==> config.mk <==
export PLATFORM = sky130hd
export DESIGN_NAME = chan_cmd_exec
export DESIGN_NICKNAME = d
export VERILOG_FILES = /design/src/rtl/chan_pkg.sv /design/src/rtl/chan_ctrl.sv /design/src/rtl/chan_counters.sv /design/src/rtl/chan_data_reg.sv /design/src/rtl/chan_cmd_exec.sv
export SDC_FILE = /design/constraint.sdc
export NUM_CORES = 1
export LEC_CHECK = 0
export ABC_AREA = 0
export BUFFER_PORTS_ARGS = -buffer_cell sky130_fd_sc_hd__buf_2
export CORE_ASPECT_RATIO = 0.6
export CORE_MARGIN = 1
export CORE_UTILIZATION = 50
export DETAILED_ROUTE_END_ITERATION = 16
export GPL_ROUTABILITY_DRIVEN = 0
export PLACE_DENSITY_LB_ADDON = 0.2
export SLEW_MARGIN = 15
export SYNTH_ARGS = -nofsm -noshare
export SYNTH_HDL_FRONTEND = slang
export SYNTH_SLANG_ARGS = --single-unit
==> constraint.sdc <==
create_clock -name clk -period 2.32 [get_ports clk]
set_input_delay 0.464 -clock clk [delete_from_list [all_inputs] [get_ports clk]]
set_output_delay 0.464 -clock clk [all_outputs]
set_load 0.02 [all_outputs]
==> src/rtl/chan_pkg.sv <==
`timescale 1ns/1ps
package chan_pkg;
    localparam int WORD_W  = 36;
    localparam int OP_W    = 3;
    localparam int CNT_W   = 15;
    localparam int ADDR_W  = 15;
    localparam int OP_LSB  = WORD_W - OP_W;
    localparam int CNT_LSB = OP_LSB - CNT_W;
    localparam int DIR_BIT = 0;

    typedef logic [WORD_W-1:0] word_t;
    typedef logic [OP_W-1:0]   op_t;
    typedef logic [CNT_W-1:0]  cnt_t;
    typedef logic [ADDR_W-1:0] addr_t;

    typedef struct packed {
        op_t   op;
        cnt_t  cnt;
        addr_t addr;
    } cmd_t;

    typedef enum logic [2:0] {
        ST_IDLE, ST_FETCH, ST_CHECK, ST_DEV_IN, ST_MEM_WR, ST_MEM_RD, ST_DEV_OUT
    } state_t;

    localparam op_t OP_STOP = '0;

    function automatic cmd_t split_cmd(input word_t w);
        cmd_t c;
        c.op   = w[WORD_W-1:OP_LSB];
        c.cnt  = w[OP_LSB-1:CNT_LSB];
        c.addr = w[ADDR_W-1:0];
        return c;
    endfunction

    function automatic logic ends_chain(input op_t op);
        return op == OP_STOP;
    endfunction

    function automatic logic toward_dev(input op_t op);
        return op[DIR_BIT];
    endfunction
endpackage

==> src/rtl/chan_ctrl.sv <==
`timescale 1ns/1ps
module chan_ctrl
    import chan_pkg::*;
(
    input  logic   clk,
    input  logic   rst,
    input  logic   load_req,
    input  logic   mem_ack,
    input  logic   dev_in_valid,
    input  logic   dev_out_ready,
    input  op_t    op,
    input  logic   cnt_zero,
    output state_t state,
    output logic   busy_reject
);
    state_t nxt;

    always_comb begin
        nxt = state;
        case (state)
            ST_IDLE:    if (load_req) nxt = ST_FETCH;
            ST_FETCH:   if (mem_ack) nxt = ST_CHECK;
            ST_CHECK: begin
                if (cnt_zero) nxt = ends_chain(op) ? ST_IDLE : ST_FETCH;
                else          nxt = toward_dev(op) ? ST_MEM_RD : ST_DEV_IN;
            end
            ST_DEV_IN:  if (dev_in_valid) nxt = ST_MEM_WR;
            ST_MEM_WR:  if (mem_ack) nxt = ST_CHECK;
            ST_MEM_RD:  if (mem_ack) nxt = ST_DEV_OUT;
            ST_DEV_OUT: if (dev_out_ready) nxt = ST_CHECK;
            default:    nxt = ST_IDLE;
        endcase
    end

    always_ff @(posedge clk) begin
        if (rst) begin
            state       <= ST_IDLE;
            busy_reject <= 1'b0;
        end else begin
            state       <= nxt;
            busy_reject <= load_req && (state != ST_IDLE);
        end
    end

    p_start_r2: assert property (@(posedge clk) disable iff (rst)
        (state == ST_IDLE && load_req) |=> (state == ST_FETCH));
    p_refuse_r9: assert property (@(posedge clk) disable iff (rst)
        (state != ST_IDLE && load_req) |=> busy_reject);
    p_stop_r6: assert property (@(posedge clk) disable iff (rst)
        (state == ST_CHECK && cnt_zero && op == OP_STOP) |=> (state == ST_IDLE));
    p_chain_r7: assert property (@(posedge clk) disable iff (rst)
        (state == ST_CHECK && cnt_zero && op != OP_STOP) |=> (state == ST_FETCH));
    p_nomove_r8: assert property (@(posedge clk) disable iff (rst)
        (state == ST_CHECK && cnt_zero) |=> !(state inside {ST_DEV_IN, ST_MEM_RD}));
endmodule

==> src/rtl/chan_counters.sv <==
`timescale 1ns/1ps
module chan_counters
    import chan_pkg::*;
(
    input  logic  clk,
    input  logic  rst,
    input  logic  load_take,
    input  addr_t load_addr,
    input  logic  cmd_take,
    input  word_t cmd_word,
    input  logic  step,
    output op_t   op,
    output cnt_t  wc,
    output addr_t cur_addr,
    output addr_t cmd_ptr
);
    cmd_t dec;
    assign dec = split_cmd(cmd_word);

    always_ff @(posedge clk) begin
        if (rst) begin
            op       <= OP_STOP;
            wc       <= '0;
            cur_addr <= '0;
            cmd_ptr  <= '0;
        end else begin
            if (load_take) cmd_ptr <= load_addr;
            else if (cmd_take) cmd_ptr <= cmd_ptr + 1'b1;
            if (cmd_take) begin
                op       <= dec.op;
                wc       <= dec.cnt;
                cur_addr <= dec.addr;
            end else if (step) begin
                wc       <= wc - 1'b1;
                cur_addr <= cur_addr + 1'b1;
            end
        end
    end

    p_count_down_r5: assert property (@(posedge clk) disable iff (rst)
        (step && !cmd_take) |=> (wc == $past(wc) - 1'b1));
    p_addr_up_r5: assert property (@(posedge clk) disable iff (rst)
        (step && !cmd_take) |=> (cur_addr == $past(cur_addr) + 1'b1));
    p_ptr_up_r7: assert property (@(posedge clk) disable iff (rst)
        (cmd_take && !load_take) |=> (cmd_ptr == $past(cmd_ptr) + 1'b1));
    p_ptr_load_r2: assert property (@(posedge clk) disable iff (rst)
        load_take |=> (cmd_ptr == $past(load_addr)));
endmodule

==> src/rtl/chan_data_reg.sv <==
`timescale 1ns/1ps
module chan_data_reg
    import chan_pkg::*;
(
    input  logic  clk,
    input  logic  rst,
    input  logic  take_dev,
    input  word_t dev_word,
    input  logic  take_mem,
    input  word_t mem_word,
    output word_t q
);
    always_ff @(posedge clk) begin
        if (rst)           q <= '0;
        else if (take_dev) q <= dev_word;
        else if (take_mem) q <= mem_word;
    end

    p_stage_dev_r10: assert property (@(posedge clk) disable iff (rst)
        take_dev |=> (q == $past(dev_word)));
    p_stage_mem_r10: assert property (@(posedge clk) disable iff (rst)
        (take_mem && !take_dev) |=> (q == $past(mem_word)));
endmodule

==> src/rtl/chan_cmd_exec.sv <==
`timescale 1ns/1ps
module chan_cmd_exec
    import chan_pkg::*;
(
    input  logic              clk,
    input  logic              rst,
    input  logic              load_req,
    input  logic [ADDR_W-1:0] load_addr,
    output logic              busy,
    output logic              busy_reject,
    output logic              mem_req,
    output logic              mem_we,
    output logic [ADDR_W-1:0] mem_addr,
    output logic [WORD_W-1:0] mem_wdata,
    input  logic              mem_ack,
    input  logic [WORD_W-1:0] mem_rdata,
    input  logic              dev_in_valid,
    input  logic [WORD_W-1:0] dev_in_data,
    output logic              dev_in_ready,
    output logic              dev_out_valid,
    output logic [WORD_W-1:0] dev_out_data,
    input  logic              dev_out_ready
);
    state_t state;
    op_t    op;
    cnt_t   wc;
    addr_t  cur_addr, cmd_ptr;
    word_t  dreg;
    logic   cnt_zero, load_take, cmd_take, step, take_dev, take_mem;

    assign cnt_zero  = (wc == '0);
    assign load_take = (state == ST_IDLE) && load_req;
    assign cmd_take  = (state == ST_FETCH) && mem_ack;
    assign take_dev  = (state == ST_DEV_IN) && dev_in_valid;
    assign take_mem  = (state == ST_MEM_RD) && mem_ack;
    assign step      = ((state == ST_MEM_WR) && mem_ack) ||
                       ((state == ST_DEV_OUT) && dev_out_ready);

    chan_ctrl u_ctrl (
        .clk(clk), .rst(rst), .load_req(load_req), .mem_ack(mem_ack),
        .dev_in_valid(dev_in_valid), .dev_out_ready(dev_out_ready),
        .op(op), .cnt_zero(cnt_zero), .state(state), .busy_reject(busy_reject)
    );

    chan_counters u_cnt (
        .clk(clk), .rst(rst), .load_take(load_take), .load_addr(load_addr),
        .cmd_take(cmd_take), .cmd_word(mem_rdata), .step(step),
        .op(op), .wc(wc), .cur_addr(cur_addr), .cmd_ptr(cmd_ptr)
    );

    chan_data_reg u_dreg (
        .clk(clk), .rst(rst), .take_dev(take_dev), .dev_word(dev_in_data),
        .take_mem(take_mem), .mem_word(mem_rdata), .q(dreg)
    );

    assign busy          = (state != ST_IDLE);
    assign mem_req       = state inside {ST_FETCH, ST_MEM_WR, ST_MEM_RD};
    assign mem_we        = (state == ST_MEM_WR);
    assign mem_addr      = (state == ST_FETCH) ? cmd_ptr : cur_addr;
    assign mem_wdata     = dreg;
    assign dev_in_ready  = (state == ST_DEV_IN);
    assign dev_out_valid = (state == ST_DEV_OUT);
    assign dev_out_data  = dreg;

    p_hold_req_r11: assert property (@(posedge clk) disable iff (rst)
        (mem_req && !mem_ack) |=> (mem_req && $stable(mem_addr) &&
                                   $stable(mem_we) && $stable(mem_wdata)));
    p_out_hold_r4: assert property (@(posedge clk) disable iff (rst)
        (dev_out_valid && !dev_out_ready) |=> (dev_out_valid && $stable(dev_out_data)));
    p_one_side_r10: assert property (@(posedge clk) disable iff (rst)
        !(dev_in_ready && dev_out_valid));
    p_busy_start_r2: assert property (@(posedge clk) disable iff (rst)
        (!busy && load_req) |=> (busy && mem_req && !mem_we));
endmodule

; ---- Yosys cells after proc, flatten, opt, wreduce, memory -nomap -nowiden
; Cells that the tools add are included.
[op_classes]
reduce_logical = 18
mux = 18
n_eq_ne = 11
add_sub_neg = 3
[op_table]
columns = op, n
row1 = 15-bit two-way mux, 7
row2 = 36-bit two-way mux, 2
row3 = "15-bit by 1-bit adder with 15-bit output, second input constant", 2
row4 = 3-bit two-way mux, 7
row5 = 3-bit case mux with 6 select lines, 1
row6 = 15-bit zero test, 1
row7 = "15-bit by 1-bit subtractor with 15-bit output, second input constant", 1
row8 = "3-bit equality test, second input constant", 3
row9 = 1-bit logical AND, 7
row10 = "3-bit by 2-bit equality test with 1-bit output, second input constant", 2
row11 = 3-bit zero test, 2
row12 = "2-bit inequality test, second input constant", 3
row13 = 2-bit nonzero test, 3
row14 = 3-bit nonzero test, 2
row15 = 5-bit AND reduction, 1
row16 = "2-bit by 1-bit inequality test with 1-bit output, second input constant", 2
row17 = "3-bit by 1-bit equality test with 1-bit output, second input constant", 1
row18 = 2-bit OR reduction, 1
row19 = 1-bit logical OR, 1
row20 = 1-bit two-way mux, 1
[word_totals]
output_inout_bits = 93
ff_bits = 88
input_bits = 93
elab_cells = 57

; ---- Longest topological paths before layout
; Gate-level depths: netlist of the first run.
[logic_depth]
word_depth = 5
ltp_mapped = 6
depth_no_buf = 6

; ---- By module
; A second synthesis of the first run with hierarchy kept.
[unflattened]
cells_unflattened = 579
hier_area_um2 = 5116.2
[modules_own_cells]
columns = module, n_inst, cells_per_inst, area_each_um2, seq_area_each_um2
row1 = chan_counters, 1, 314, 2552.4, 960.9
row2 = chan_data_reg, 1, 160, 1711.6, 720.7
row3 = chan_cmd_exec, 1, 72, 583.1, 0.0
row4 = chan_ctrl, 1, 33, 269.0, 80.1

; ---- Worst setup path before layout of the first run
; No wires, ideal clock.
[synth_timing]
path_type = register to output
startpoint = reg u_ctrl.state[2]
endpoint = out mem_addr[10]
path_stages_with_launch = 6
n_path_buf = 3
required_ns = 1.856
arrival_ns = 1.777
path_slack_ns = 0.079
path_cell_list = dfxtp_1 > buf_2 > buf_1 > nor3b_2 > buf_2 > mux2_2
[synth_via]
elab_chain_len = 2
[synth_lines]
columns = element, line_no
row1 = "start, declared", chan_ctrl.sv:13  ; output state_t state,
row2 = "start signal, assigned", chan_ctrl.sv:40  ; state <= nxt;
row3 = 3-bit by 1-bit equality test with 1-bit output, chan_cmd_exec.sv:59  ; assign mem_addr = (state == ST_FETCH) ? cmd_ptr : cur_addr;
row4 = 15-bit two-way mux, chan_cmd_exec.sv:59
row5 = "end, declared", chan_cmd_exec.sv:13  ; output logic [ADDR_W-1:0] mem_addr,
; No other way between the ends.

; ---- Worst setup path in the final report of the first run
[layout_timing]
startpoint = reg u_ctrl.state[2]
endpoint = out mem_addr[8]
; The elaborated chain is that of the path after synthesis.

==> results.txt, run 1 <==
largest net degree at the start of global routing: 71
die area: 10500 sq um
Final Power: 5.46 mW
Critical Path Start Type: flip-flop
register area share after synthesis: 34.8%
setup slack after layout: 57.0 ps
peak supply drop: 0.486 mV
clock skew: 6.60 ps
clk sinks: 88
DRC marker count from the first detailed-route iteration: 519
Mapped Avg Cell Area: 8.44 sq um
Cells after Synth: 600
CP max stage delay: 430 ps
Clock transition at path regs: 60 ps
Post-synth ARST share: 0%
Post-CTS Setup Repair Bufs: 0
crit path cell chain: nor3b_2 > buf_4 > mux2_2 > buf_2
Synth Area in Compound Gates: 19.8%
area added between synthesis and finish: 22.4%
Setup WS pre-CTS: 135 ps
unrepaired setup endpoints after global routing: false
Final Max Tran Viols: 0
Final nets: 836
outcome: completed
R2R Path End: u_cnt.wc[7]
element type at the critical path end: output port
worst hold path class: input pin to flip-flop
post-synthesis mux area share: 10.3%
CTS root buffer: clkbuf_16
GR Overflow Total: 0
CP max-delay cell: dfxtp_1
Hold Startpoint: load_addr[0]
final hold vios: 0
Core Area: 9840 sq um
Port Buffers: 185
total CTS buffers: 9
ys flop type: dfxtp_1
Inst Count DP: 863
worst r2r src: u_ctrl.state[2]
EDFF count, synth: 0
Total GRT Usage: 28.7%
Synth cell types: 55
IO Pins: 186
Vias per Instance: 5.96
Final Non-Filler Cells: 878
worst reg-to-reg setup slack: 260 ps
fraction of layout cells with a size suffix above 1: 33.0%
crit path kind: flip-flop to output port
synthesized area: 5060 sq um
Worst Reg-to-Reg Cells: 5
DRC viols: 0
CP required: 1860 ps
HPWL Detailed: 11400 um
chip width: 132 um
largest family of logic cells by synthesized area: simple AND/OR/NAND/NOR gates
Max Root-Sink Buffers: 2
Vert. Die Dim: 80.0 um
number of global-route vias before repair: 4592
Adder-Cell Fraction of Synth Area: 0.988%
Final Setup Violations: 0
most frequent cells in the layout: buf_2, dfxtp_1, nor2_1, a211oi_1, nand2_1
Hold Path Sink: u_cnt.cmd_ptr[0]
via count: 5230
residual antenna-violating net count after detailed routing: 0
setup_tns: 0 ps
antenna cells: 0
drt total wl: 15500 um
Max Cap Viol: 0
CTS tree: built
Worst slew margin: 60.7%
Synth Area in XOR/XNOR: 1.90%
Starting Density: 51.4%
Resized cells post-CTS: 1
YS warnings: 0
H-tree depth: 3
DR WL/cell: 17.7 um
Mapped Nets: 697
LEAKAGE: 2.51 nW
critical path arrival: 1800 ps
commonest non-fill, non-tap cell in the layout: buf_2
Hold Path Cell Cnt: 3
Max Freq: 442 MHz
Clock Latency Late Sink: 340 ps
CP max FO: 17
drt pass-1 iters: 5
FF+latch count, synth: 88
simple-gate share of the synthesized area: 22.7%
initial antenna violation count: 0
CTS Hold Bufs: 0
Least-Margin Pin Slew: 588 ps
global-route wire length before repair: 23700 um
PwrDens: 881 nW/um^2
final worst-path cycle share: 97.5%
final hold slack: 374 ps
Row Count: 28
Tmin final: 2260 ps
[cell type report]
| type | instances | area, sq um |
|---|---|---|
| sequential | 88 | 1760 |
| inverter | 9 | 33.8 |
| timing repair buffer | 207 | 1120 |
| clock buffer | 11 | 243 |
| clock inverter | 4 | 45.0 |
| fill | 856 | 3640 |
| multi-input combinational | 424 | 2830 |
| tap | 135 | 169 |
[Yosys cell counts (10+ instances only)]
cell type | count | area share (%)
nand3_1 | 14 | 1.4
mux2_2 | 15 | 3.3
buf_4 | 38 | 5.6
nand2_1 | 42 | 3.1
a22oi_1 | 11 | 1.6
or4_1 | 11 | 1.6
buf_2 | 10 | 0.99
nand4_1 | 13 | 1.6
a31oi_1 | 20 | 2.5
a21oi_1 | 17 | 1.7
clkbuf_1 | 27 | 2.0
or3_1 | 15 | 1.9
dfxtp_1 | 88 | 35
a211oi_1 | 45 | 6.7
mux2i_1 | 35 | 6.9
o21ai_0 | 13 | 1.3
nor2_1 | 61 | 4.5
[sequential cells by signal (all words and copies together) (netlist names)]
register and count:
u_cnt.wc 15, u_cnt.cmd_ptr 15, u_cnt.op 3, u_dreg.q 36, u_ctrl.busy_reject 1, u_ctrl.state 3
u_cnt.cur_addr 15
[how the worst max path moves through the flow]
stage,from,endpoint,cells after the start
after CTS,u_ctrl.state[1],dev_in_ready,4
after detailed placement,u_ctrl.state[1],u_cnt.cur_addr[10],4
after floorplan,u_ctrl.state[2],mem_addr[10],5
after global placement,u_ctrl.state[1],u_cnt.wc[7],5
final,u_ctrl.state[2],mem_addr[8],4
after global routing,u_ctrl.state[2],mem_addr[8],4
[through the flow]
step           area, sq um  util (%)
5_1_grt               6200      63.0
3_5_place_dp          5910      60.0
6_report              6200      63.0
4_1_cts               6200      63.0
3_3_place_gp          5910      60.0
2_1_floorplan         5060         -
[power by group]
part	switching, mW	internal [mW]	total [mW]	leakage [nW]
sequential	0.283	1.74	2.02	0.716
combinational	1.19	0.797	1.98	1.65
clock	0.606	0.854	1.46	0.145
total	2.08	3.39	5.46	2.51
[kinds of logic (layout without fill, tap and decap cells)]
kind of cell               Yosys count  in the layout
DFF                                 88             88
AOI/OAI and AO/OA                  143            143
xor gates and xnor gates            11             11
muxes                               50             50
adders and majority gates            4              4
buffers and inverters               88            231
and+or+nand+nor                    216            216
[layer usage]
layer,part of all wire [%],GRT usage [%],wire length [um],up-vias
met4,0.95,5.00,148,0
met2,43,43.7,6690,273
met3,9.3,7.24,1450,25
li1,-,-,-,2487
met5,0,0,0,-
met1,47,40.8,7220,2445
[critical path: cells and delay by family, from the launching register on]
kind / cells / cell delay, ps
DFF: 1 / 430
buffers and inverters: 2 / 410
muxes: 1 / 380
and+or+nand+nor: 1 / 220
(Power assumes the default switching activity.)
==> run 2: changes to the inputs <==
- CAP_MARGIN: not set -> 25
- CELL_PAD_IN_SITES_DETAIL_PLACEMENT: not set -> 0
- CELL_PAD_IN_SITES_GLOBAL_PLACEMENT: not set -> 1
- CORE_UTILIZATION: 50 -> 36
- CTS_CLUSTER_DIAMETER: not set -> 60
==> run 2 against run 1 <==
Via count down 1.5%. Critical endpoint is now mem_addr[9]. Maximum frequency increased by 3.1%. Wire length is 6.3% higher. Largest power group is now combinational cells. Non-clock buffer count grew 4.
==> results.txt, run 2 (synthesized netlist as in run 1, its figures left out) <==
final worst-path cycle share: 94.6% (-3.0 points)
peak supply drop: 0.371 mV (-24%)
Port Buffers: 185 (unchanged)
drt pass-1 iters: 7 (+2)
Total GRT Usage: 22.7% (-6.0 points)
LEAKAGE: 2.54 nW (+0.98%)
CP max-delay cell: dfxtp_2
Least-Margin Pin Slew: 493 ps (-94.8 ps)
Final nets: 840 (+0.48%)
most frequent cells in the layout: buf_2, dfxtp_1, nor2_1, a211oi_1, nand2_1
Final Power: 5.54 mW (+1.5%)
H-tree depth: 3 (unchanged)
crit path kind: flip-flop to output port
DR WL/cell: 17.5 um (-0.73%)
setup slack after layout: 126 ps (+68.6 ps)
setup_tns: 0 ps (unchanged)
worst hold path class: input pin to flip-flop
commonest non-fill, non-tap cell in the layout: buf_2
Core Util, Final: 46.2% (-17 points)
drt total wl: 16500 um (+6.3%)
critical path arrival: 1730 ps (-70 ps)
total CTS buffers: 9 (unchanged)
R2R Path End: u_cnt.wc[13]
Max Cap Viol: 0 (unchanged)
final hold vios: 0 (unchanged)
DRC marker count from the first detailed-route iteration: 275 (-47%)
unrepaired setup endpoints after global routing: false
largest net degree at the start of global routing: 55 (-23%)
Final Max Tran Viols: 0 (unchanged)
Max Root-Sink Buffers: 2 (unchanged)
Hold Path Cell Cnt: 3 (unchanged)
Final Setup Violations: 0 (unchanged)
worst reg-to-reg setup slack: 290 ps (+30 ps)
chip width: 155 um (+18%)
number of global-route vias before repair: 4593 (+0.022%)
DP Area: 6020 sq um (+1.9%)
Setup WS pre-CTS: 214 ps (+79.6 ps)
IO Pins: 186 (unchanged)
area added between synthesis and finish: 25.0%
CP max stage delay: 410 ps (-20 ps)
global-route wire length before repair: 25400 um (+7.1%)
initial antenna violation count: 0 (unchanged)
HPWL Detailed: 12500 um (+10%)
Max Freq: 456 MHz (+3.1%)
Row Count: 33 (+18%)
Core Area: 13700 sq um (+39%)
Hold Startpoint: mem_rdata[33]
Critical Path Start Type: flip-flop
CTS tree: built
antenna cells: 0 (unchanged)
Vias per Instance: 5.48 (-8.0%)
worst r2r src: u_ctrl.state[1]
CP max FO: 17 (unchanged)
GR Overflow Total: 0 (unchanged)
most flop-heavy register: u_dreg.q
Hold Path Sink: u_cnt.op[0]
via count: 5150 (-1.5%)
CTS root buffer: clkbuf_16
crit path cell chain: nor3b_2 > buf_4 > mux2_2 > buf_2
clk sinks: 88 (unchanged)
Post-CTS Setup Repair Bufs: 0 (unchanged)
element type at the critical path end: output port
Vert. Die Dim: 93.9 um (+17%)
Worst Reg-to-Reg Cells: 5 (unchanged)
fraction of layout cells with a size suffix above 1: 33.4% (+0.45 points)
Final Instance Area: 6330 sq um (+2.1%)
PwrDens: 876 nW/um^2 (-0.63%)
Clock Latency Late Sink: 340 ps (about the same)
die area: 14600 sq um (+38%)
Tmin final: 2190 ps (-68.6 ps)
Worst slew margin: 67.1% (+6.4 points)
CP required: 1860 ps (about the same)
clock skew: 7.79 ps (+1.19 ps)
Largest register FFs: 36 (unchanged)
DRC viols: 0 (unchanged)
outcome: completed
residual antenna-violating net count after detailed routing: 0 (unchanged)
Clock transition at path regs: 70 ps (about the same)
Starting Density: 36.9% (-14 points)
## run 2: cell count changes in the layout (fill, tap and decap cells not counted), sizes merged
cell	before	now
clkinvlp	0	2
inv	9	10
clkinv	3	2
buf	207	211
clkbuf	11	10
## run 2: worst max path at each step
stage                   endpoint             from
floorplan           mem_addr[10]  u_ctrl.state[2]
global placement    u_cnt.wc[11]          mem_ack
detailed placement  u_cnt.wc[13]          mem_ack
CTS                  mem_addr[9]  u_ctrl.state[0]
global route         mem_addr[9]  u_ctrl.state[0]
finish               mem_addr[9]  u_ctrl.state[0]
## run 2: what timing repair did
item                       4_1_cts  5_1_grt
setup endpoints to repair        0       13
gates resized for setup          0        1
hold buffers                     0        0
## run 2: area by class of cell
cell class | count | area [sq um]
clock buffers | 10 | 239
clock inverters | 6 | 67.6
fillers | 1407 | 7380
inverters | 9 | 33.8
multi-input cells | 424 | 2830
flip-flops and latches | 88 | 1760
well taps | 192 | 240
repair buffers | 211 | 1160
## run 2: worst max-delay path, delay by kind of cell, from the launching register on
family / cells / cell delay, ps
buffers and inverters: 2 / 420
flip-flops: 1 / 410
AND/OR/NAND/NOR: 1 / 180
multiplexers: 1 / 370
## run 2: per-stage QoR
step / hold slack [ps] / instances
floorplan: 436 / 600
global placement: 445 / 924
detailed placement: 468 / 924
CTS: 371 / 940
global route: 381 / 940
finish: 384 / 940
## run 2: power breakdown
part / leakage, nW / switching, mW / internal [mW]
sequential: 0.715 / 0.268 / 1.74
combinational: 1.68 / 1.21 / 0.817
clock: 0.145 / 0.643 / 0.869
total: 2.54 / 2.12 / 3.42
## run 2: per-layer routing
layer | routed length, um | track usage, %
met2 | 6670 | 32.0
met5 | 0 | 0
met3 | 1290 | 5.07
met4 | 219 | 6.27
met1 | 8290 | 33.7
==> run 3: changes to the inputs <==
- CORE_UTILIZATION: 36 -> 32
- clock period: 2.32 -> 2 ns (I/O delays scaled with it)
==> run 3 against run 2 <==
The flow now finishes with violations (setup timing). Combinational power rose by 43%. Final area rose by 6.2%. Hold slack got worse by 67 ps. Critical path depth rose by 2. Cell count rose by 2.6%. Non-clock buffer count rose by 13. Global-route usage fell by 1.7 points. Die area rose by 12%. Via count rose by 3.0%. First-iteration DRC count rose by 32%. Clock skew barely moved.
==> results.txt, run 3 (synthesized netlist as in run 1, its figures left out) <==
global-route wire length before repair: 26400 um (+3.9%)
residual antenna-violating net count after detailed routing: 0 (unchanged)
HPWL Detailed: 12900 um (+3.4%)
Core Area: 15400 sq um (+12%)
final hold slack: 317 ps (-66.9 ps)
commonest non-fill, non-tap cell in the layout: buf_2
total CTS buffers: 9 (unchanged)
Final Instance Area: 6730 sq um (+6.2%)
H-tree depth: 3 (unchanged)
sequential share of power: 33.2% (-2.9 points)
chip width: 164 um (+6.0%)
R2R Path End: u_ctrl.state[1]
Worst Reg-to-Reg Cells: 5 (unchanged)
Max Freq: 474 MHz
DRC marker count from the first detailed-route iteration: 362 (+32%)
CTS tree: built
Worst slew margin: 57.9% (-9.2 points)
worst hold path class: input pin to flip-flop
Port Buffers: 185 (unchanged)
Final Power: 7.01 mW (+26%)
Final nets: 853 (+1.5%)
unrepaired setup endpoints after global routing: true
drt pass-1 iters: 5 (-2)
worst reg-to-reg setup slack: 50 ps (-240 ps)
Max Cap Viol: 0 (unchanged)
Logic pwr share: 41.3% (+4.7 points)
Row Count: 35 (+6.1%)
GR Overflow Total: 0 (unchanged)
most frequent cells in the layout: buf_2, dfxtp_1, nor2_1, a211oi_1, nand2_1
Starting Density: 32.8% (-4.1 points)
drt total wl: 17500 um (+6.1%)
most flop-heavy register: u_dreg.q
Hold Path Sink: u_cnt.cmd_ptr[0]
clock share of power: 25.4% (-1.9 points)
fraction of layout cells with a size suffix above 1: 36.1% (+2.7 points)
setup slack after layout: -111 ps (-236 ps)
critical path arrival: 1710 ps (-20 ps)
clock skew: 8.02 ps (+0.228 ps)
Final Setup Violations: 13 (+13)
number of global-route vias before repair: 4855 (+5.7%)
worst r2r src: u_ctrl.state[2]
Clock Latency Late Sink: 340 ps (about the same)
Max Root-Sink Buffers: 2 (unchanged)
CTS Hold Bufs: 0 (unchanged)
Largest register FFs: 36 (unchanged)
peak supply drop: 0.343 mV (-7.6%)
largest net degree at the start of global routing: 71 (+29%)
IO Pins: 186 (unchanged)
Vert. Die Dim: 99.4 um (+5.9%)
Clock transition at path regs: 60 ps (about the same)
clk sinks: 88 (unchanged)
DP Area: 6100 sq um (+1.2%)
Least-Margin Pin Slew: 631 ps (+138 ps)
outcome: finished, violations left
final hold vios: 0 (unchanged)
die area: 16300 sq um (+12%)
Hold Startpoint: load_addr[0]
NetSw: 2.62 mW (+23%)
element type at the critical path end: output port
Hold Path Cell Cnt: 3 (unchanged)
Final Max Tran Viols: 0 (unchanged)
DR WL/cell: 18.1 um (+3.5%)
CP max FO: 8 (-9)
LEAKAGE: 2.67 nW (+5.2%)
Inst Count DP: 939 (+1.6%)
Tmin final: 2110 ps
via count: 5303 (+3.0%)
antenna cells: 0 (unchanged)
crit path kind: flip-flop to output port
Critical Path Start Type: flip-flop
Final Non-Filler Cells: 964 (+2.6%)
PwrDens: 1040 nW/um^2 (+19%)
CTS root buffer: clkbuf_16
area added between synthesis and finish: 32.8%
initial antenna violation count: 0 (unchanged)
CP required: 1600 ps (-260 ps)
Vias per Instance: 5.50 (+0.41%)
Internal Pwr Total: 4.39 mW (+28%)
sw frac: 37.3% (-0.97 points)
DRC viols: 0 (unchanged)
final worst-path cycle share: 106%
failing checks: setup timing
Total GRT Usage: 20.9% (-1.7 points)
[run 3: worst max-delay path by stage]
stage                    start                 to  slack [ps]  cells past startpoint
6_report       u_ctrl.state[1]       mem_addr[12]        -110                      6
5_1_grt        u_ctrl.state[1]       mem_addr[10]        -160                      6
4_1_cts        u_ctrl.state[1]       mem_addr[10]        -110                      6
3_5_place_dp           mem_ack  u_cnt.cmd_ptr[11]          70                      5
3_3_place_gp       u_cnt.wc[7]    u_ctrl.state[1]         100                      4
2_1_floorplan  u_ctrl.state[2]       mem_addr[10]          50                      5
[run 3: per-layer routing]
metal | GRT usage [%] | part of all wire, %
met3 | 4.09 | 7.2
met1 | 30.7 | 50
met4 | 4.30 | 0.99
met2 | 31.5 | 42
met5 | 0 | 0
[run 3: area by class of cell]
cell class | instances | area (sq um)
clock inverter | 4 | 52.6
sequential | 88 | 1770
multi-input combinational | 424 | 2930
tap | 203 | 254
clock buffer | 12 | 256
timing repair buffer | 224 | 1430
fill | 1527 | 8690
inverter | 9 | 33.8
[run 3: critical path, cell delays in order, from the launching register on]
cell	delay (ps)
dfxtp_4	350
buf_6	120
nor3b_4	160
buf_6	150
buf_12	140
mux2_4	320
buf_6	130
[run 3: power groups by stage]
stage | combinational (mW) | clock, mW | sequential (mW)
after floorplan | 1.58 | 0 | 2.32
after global routing | 3.12 | 1.88 | 2.37
after global placement | 2.40 | 0 | 2.33
after detailed placement | 2.43 | 0 | 2.34
final | 2.90 | 1.78 | 2.33
after CTS | 2.77 | 1.82 | 2.32
[run 3: timing repair]
action | 4_1_cts | 5_1_grt
setup endpoints to repair | 15 | 26
cloned | 1 | 0
buffers inserted | 5 | 4
pin swaps | 1 | 2
gates resized for setup | 53 | 19
[run 3: through the flow]
step | util, % | setup WS, ps | setup TNS [ps]
2_1_floorplan | - | 54.9 | 0
3_3_place_gp | 39.6 | 97.2 | 0
3_5_place_dp | 39.6 | 66.9 | 0
4_1_cts | 43.0 | -111 | -1450
5_1_grt | 43.6 | -165 | -2050
6_report | 43.6 | -111 | -1250
